`config.mk`:
```
export PLATFORM = sky130hd
export DESIGN_NAME = lpm_ctrl
export DESIGN_NICKNAME = d
export VERILOG_FILES = /design/src/rtl/lpm_ctrl.sv
export SDC_FILE = /design/constraint.sdc
export NUM_CORES = 1
export LEC_CHECK = 0
export BUFFER_PORTS_ARGS = -buffer_cell sky130_fd_sc_hd__buf_2
export CELL_PAD_IN_SITES_DETAIL_PLACEMENT = 0
export CELL_PAD_IN_SITES_GLOBAL_PLACEMENT = 1
export CORE_AREA = 2 2 39 41
export CTS_BUF_LIST = sky130_fd_sc_hd__clkbuf_4
export CTS_CLUSTER_SIZE = 12
export DETAILED_ROUTE_END_ITERATION = 10
export DIE_AREA = 0 0 41 43
export PLACE_DENSITY = 0.73
export SETUP_SLACK_MARGIN = 0.1
export SYNTH_ARGS = -nofsm -noshare
export SYNTH_HDL_FRONTEND = slang
export SYNTH_SLANG_ARGS = --single-unit
export TNS_END_PERCENT = 50
```
`constraint.sdc`:
```
create_clock -name clk -period 1.9 [get_ports clk]
set_input_delay 0.38 -clock clk [delete_from_list [all_inputs] [get_ports clk]]
set_output_delay 0.38 -clock clk [all_outputs]
set_load 0.03 [all_outputs]
```
`src/rtl/lpm_ctrl.sv`:
```
module lpm_ctrl #(
  parameter int RST_CYC = 2
) (
  input  logic       clk,
  input  logic       por_n,
  input  logic       mc_tick,
  input  logic       rst_pin,
  input  logic       osc_run,
  input  logic       req_idle,
  input  logic       req_pdown,
  input  logic       irq_pend,
  output logic       cpu_clk_en,
  output logic       per_clk_en,
  output logic       osc_en,
  output logic       int_rst,
  output logic       ram_wr_inhibit,
  output logic [1:0] state_o
);

  localparam int CW = $clog2(RST_CYC + 1);

  typedef enum logic [1:0] {S_RUN = 2'd0, S_IDLE = 2'd1, S_PDN = 2'd2, S_RSTW = 2'd3} st_t;

  st_t           state, nxt;
  logic [CW-1:0] cnt;
  logic          rst_seen;

  assign rst_seen = (cnt == CW'(RST_CYC));

  always_ff @(posedge clk or negedge por_n) begin
    if (!por_n)                 cnt <= '0;
    else if (!rst_pin || !osc_run) cnt <= '0;
    else if (mc_tick && !rst_seen) cnt <= cnt + 1'b1;
  end

  always_comb begin
    nxt = state;
    if (rst_seen) nxt = S_RSTW;
    else begin
      case (state)
        S_RUN:   if (req_pdown) nxt = S_PDN;
                 else if (req_idle) nxt = S_IDLE;
        S_IDLE:  if (irq_pend) nxt = S_RUN;
        S_PDN:   nxt = S_PDN;
        S_RSTW:  if (!rst_pin && osc_run) nxt = S_RUN;
        default: nxt = S_RSTW;
      endcase
    end
  end

  always_ff @(posedge clk or negedge por_n) begin
    if (!por_n) state <= S_RSTW;
    else        state <= nxt;
  end

  assign state_o        = state;
  assign int_rst        = (state == S_RSTW);
  assign per_clk_en     = (state != S_PDN);
  assign osc_en         = (state != S_PDN) || rst_pin;
  assign cpu_clk_en     = (state == S_RUN) || (state == S_RSTW) || ((state == S_IDLE) && rst_pin);
  assign ram_wr_inhibit = (state == S_RSTW) || ((state == S_IDLE) && rst_pin);

  assert_pdown_exit_R8: assert property (@(posedge clk) disable iff (!por_n)
    (state == S_PDN) |=> (state == S_PDN || state == S_RSTW));

  assert_no_rst_when_pin_low_R2: assert property (@(posedge clk) disable iff (!por_n)
    (state != S_RSTW && !rst_pin) |=> (state != S_RSTW));

  assert_rstw_holds_osc_R9: assert property (@(posedge clk) disable iff (!por_n)
    (state == S_RSTW && !osc_run) |=> (state == S_RSTW));

  assert_idle_wake_R4: assert property (@(posedge clk) disable iff (!por_n)
    (state == S_IDLE && irq_pend && !rst_pin) |=> (state == S_RUN && cpu_clk_en));

  assert_pdown_prio_R7: assert property (@(posedge clk) disable iff (!por_n)
    (state == S_RUN && req_pdown && !rst_pin) |=> (state == S_PDN && !osc_en));

endmodule

```
**Word level (Yosys, flattened, before mapping)**

Index checks and enable logic that the tools add are counted.

- Register bits after elaboration: 4
- Bits in latches: 0
- Bits in writable memories: 0
- ROM bits: 0
- Output and inout bits: 7
- Memories: 0

- Add/subtract/negate cells: 1
- Multipliers: 0
- Div/mod/pow operators: 0
- Magnitude comparators: 0
- Eq/ne operators: 8
- Shift operators: 0
- Multiplexer cells: 8
- Bitwise operators: 0
- Reductions and logical operators: 14

Operator list:

| operator | number |
|---|---|
| two-way mux 2 bit | 7 |
| case mux 2 bit (4 select lines) | 1 |
| == test 2 bit, second input constant | 3 |
| logical OR 1 bit | 5 |
| != test 4 bit, second input constant | 1 |
| logical AND 1 bit | 3 |
| zero test 1 bit | 3 |
| != test 3 x 1 -> 1 bit, second input constant | 1 |
| != test 3 bit, second input constant | 1 |
| AND reduction 3 bit | 1 |
| adder 2 x 1 -> 2 bit, second input constant | 1 |
| == test 2 x 1 -> 1 bit, second input constant | 1 |
| zero test 2 bit | 1 |
| != test 2 bit, second input constant | 1 |
| nonzero test 2 bit | 1 |

**Longest topological paths before layout**

- Word-level depth: 5
- Depth in mapped cells: 5

**Least setup slack after synthesis**

Ideal clock, no wire load.

- Path kind: register to output
- Start point: reg state[1], in the netlist state_o[1]
- End point: out ram_wr_inhibit
- Arrival: 1382 ps
- Required time: 1520 ps
- Slack: 138 ps
- Cell stages (with the launch flop): 3
- Path through: dfstp_2 ha_1 nand2b_1

- Elaborated cells on any way between the ends: 4
- Those cells by class: eq/ne: 2; reduce/logical: 2

RTL lines:

| what | RTL line | text |
|---|---|---|
| from (decl) | 24 | `st_t state, nxt;` |
| from (signal assigned) | 53 | `else state <= nxt;` |
| == test 2 bit | - |  |
| named net int_rst | 15 | `output logic int_rst,` |
| logical OR 1 bit | 61 | `assign ram_wr_inhibit = (state == S_RSTW) \|\| ((state == S_IDLE) && rst_pin);` |
| to (decl) | 16 | `output logic ram_wr_inhibit,` |

The timed path passes the listed nets, and every way through them passes these cells.

**Worst setup path after layout**

- Start point: reg state[0], in the netlist state_o[0]
- End point: out cpu_clk_en

- Cells in the longest elaborated chain, start to end: 3
- Elaborated cells on any way between the ends: 6
- Those cells by class: eq/ne: 2; reduce/logical: 4

RTL lines:

| what | RTL line | text |
|---|---|---|
| == test 2 bit, or another cell as far along | 60 | `assign cpu_clk_en = (state == S_RUN) \|\| (state == S_RSTW) \|\| ((state == S_IDLE) && rst_pin);` |
| logical OR 1 bit or logical AND 1 bit (tied branches) | 60 |  |
| logical OR 1 bit (*) | 60 |  |
| to (decl) | 12 | `output logic cpu_clk_en,` |

Every way passes the cells marked *; elsewhere a longest branch is shown, timed or not.

==> flow_summary.yaml <==
outcome:
  run_status: "finished clean"
clock_network:
  tritoncts.num_buffers: 3
  h-tree-depth: 1
  cts.root.buffer_cell: "sky130_fd_sc_hd__clkbuf_4"
  clock_latency_at_the_later_pin_of_the_worst_skew_pair_ns: 0.23
  path_clk_slew_ns: 0.04
  clock_tree.buffer_depth: 2
  total_setup_buffers_inserted_after_cts: 0
  numClockSinks: 4
  tritoncts: "yes"
floorplanning:
  die-height_um: 43
  ioPinCount: 15
  floorplan.initialDensity_pct: 24.8
  placeable_core_region_um2: 1380
  std_cell_rows: 14
  die_width_um: 41
  design.die.area_um2: 1760
power:
  vdd_drop_max_v: 0.000380
  total_leakage_power_nw: 0.264
  switching_share_of_total_power_pct: 45.9
  seq_power_share_pct: 20.4
  power_report.internal_total_uw: 388
  power.combinational.fraction_pct: 61.5
  clock_power_share_pct: 18.1
  powerDensity_nw_per_um2: 1490
  switchingPower_uw: 329
synth:
  synth.yosys.seq_area_share_pct: 29.9
  post_synth.cell_area_avg_um2: 9.27
  register_bit_total_from_synthesis: 4
  ys_async_sr_fraction_pct: 100
  synthesis.area_um2: 343
  ys_warn_count: 0
  synth_enable_flop_cells: 0
  synth.net_count: 51
  yosys_most_used_dff: "sky130_fd_sc_hd__dfstp_2"
  netlist_instances: 37
  synth_cell_type_count: 16
critical_path:
  timing.critical_path.slowest_cell_delay_ns: 0.55
  crit_path_end_kind: "primary output"
  timing.critical_path.max_delay_family: "flip-flops"
  cp_cell_instances: "inv_1 -> ha_1 -> nand2_1 -> buf_6"
  required_ns: 1.52
  path_max_fanout: 5
  path_buf_inv: 2
  timing.critical_path.arrival_ns: 1.36
  crit_slowest_cell: "sky130_fd_sc_hd__dfstp_2"
  setup.worst_path.start_class: "flop"
  crit_type: "reg2out"
flow_run:
  max_cap_viol_count: 0
final_layout:
  ff_latch_area_um2: 103
  num-fill-cells: 143
  drive_gt1_share_pct: 41.1
  final_net_count: 71
  multiInputGateArea_um2: 214
  syn2layout_area_growth_pct: 40.5
  final_antenna_diode_count: 0
  final_design_area_no_fill_um2: 482
timing:
  final.min_clock_period_ns: 1.74
  final-hold-violation-count: 0
  maxSlewHeadroom_pct: 79.8
  setup_viol_count_final: 0
  clk_skew_ns: 0.00176
  timing.setup.tns_ns: 0
  grt_setup_unrepaired: "true"
  timing_worst_slew_pin_value_ns: 0.303
  final_max_slew_viol_count: 0
  clock.fmax_ghz: 0.573
  layout_worst_path_cycle_share_pct: 91.8
min_path:
  hold_path_class: "in2reg"
global_route:
  maximum_number_of_pins_on_one_net_before_global_route_repair: 6
  first_pass_grt_wire_length_mm: 1.00
  globalRoute.totalOverflow: 0
  first_global_vias: 282
  globalRouteTotalUtil_pct: 8.58
  grt_antenna_before_repair: 0
drt:
  detail_route.wirelength_um: 610
  drt_pass1_iterations: 2
  viasPerCell: 3.93
  via_count: 283
  drt_iter0_markers: 1
  routed_length_per_placed_instance_um: 8.47
  drtAntennaViolNets: 0
  route.detailed.drc: 0
place:
  placement.cell_area_um2: 433
  io_buffers: 14
  final_replace_weighted_congestion: 0.652
  place.detailed.hpwl_um: 523
[flip-flops by register name, indices dropped and copies added, names as in the netlist]
| signal | cells |
|---|---|
| state_o | 2 |
| cnt | 2 |
[cell usage after synthesis, types with 2 or more instances]
cell	count	share of area (%)
sky130_fd_sc_hd__ha_1	6	22
sky130_fd_sc_hd__mux2i_1	3	8.8
sky130_fd_sc_hd__nand2b_1	2	3.6
sky130_fd_sc_hd__inv_1	6	6.6
sky130_fd_sc_hd__nor2b_1	2	3.6
sky130_fd_sc_hd__dfrtp_1	2	15
sky130_fd_sc_hd__nand2_1	3	3.3
sky130_fd_sc_hd__dfstp_2	2	15
sky130_fd_sc_hd__nor2_1	4	4.4
[layout by cell type (no fill, tap or decap), drive strengths merged]
cell	count
nor2b	2
nor3b	1
a221oi	1
a21oi	1
dfstp	2
clkinv	1
dlygate4sd3	1
mux2i	3
nand2b	3
a211oi	1
nand2	3
nor2	4
ha	6
clkbuf	4
xnor2	1
buf	14
dfrtp	2
inv	6
[power groups by stage]
stage          Clock (mW)  Combinational [mW]  Sequential [mW]
2_1_floorplan           0               0.271            0.183
3_3_place_gp            0               0.411            0.146
6_report            0.130               0.441            0.146
4_1_cts             0.138               0.426            0.146
3_5_place_dp            0               0.410            0.147
5_1_grt             0.141               0.483            0.151
[tightest hold or removal path: cells and delay by family]
| kind | cells | cell delay (ns) |
|---|---|---|
| simple gates | 2 | 0.13 |
| buf+inv | 1 | 0.12 |
[routing by layer]
layer / vias to the layer above / wire (µm) / GRT usage (%)
met4: 0 / 0 / 8.00
met2: 8 / 303 / 13.4
met5: - / 0 / 0
li1: 153 / - / -
met3: 0 / 38 / 1.57
met1: 122 / 268 / 8.82
[final timing paths]
path / slack [ns] / to / cells after the start / startpoint
min in group asynchronous: 0.47 / cnt[0] / 2 / por_n
max in group asynchronous: 1.22 / state_o[1] / 2 / por_n
worst max register to register: 0.38 / state_o[1] / 5 / state_o[0]
worst max-delay path: 0.16 / cpu_clk_en / 4 / state_o[0]
worst min register to register: 0.54 / cnt[1] / 2 / cnt[1]
worst min-delay path: 0.43 / cnt[0] / 3 / osc_run
[per-stage QoR]
| step | setup slack [ns] | utilization [%] | power [mW] | hold WS, ns | std cells |
|---|---|---|---|---|---|
| final | 0.156 | 34.8 | 0.717 | 0.434 | 72 |
| after global routing | 0.0983 | 34.8 | 0.775 | 0.448 | 72 |
| after CTS | 0.112 | 34.4 | 0.710 | 0.426 | 72 |
| after detailed placement | 0.341 | 31.3 | 0.557 | 0.189 | 67 |
| after global placement | 0.369 | 31.3 | 0.557 | 0.187 | 67 |
| after floorplan | 0.138 | - | 0.454 | 0.0844 | 37 |
[what timing repair did]
action / 4_1_cts / 5_1_grt
resized for setup: 1 / 4
setup endpoints to repair: 1 / 2
endpoints found under the hold margin: 2 / 0
hold buffers: 1 / 0
[layout make-up]
cell class                      instances  share of cell area [%]
Sequential cell                         4                    21.3
Timing Repair Buffer                   15                    18.4
Tap cell                               16                    4.16
Clock buffer                            4                    6.23
Multi-Input combinational cell         26                    44.4
Inverter                                7                    5.45
[logic make-up (layout without fill, tap and decap cells)]
family	Yosys count	after routing	share of synthesized area, %
and+or+nand+nor	13	13	21.2
AOI/OAI and AO/OA	3	3	8.03
muxes	3	3	8.76
DFF	4	4	29.9
buffers and inverters	7	26	7.66
adders and majority gates	6	6	21.9
xor gates and xnor gates	1	1	2.56
No activity file was read; power rests on OpenSTA's default activity.
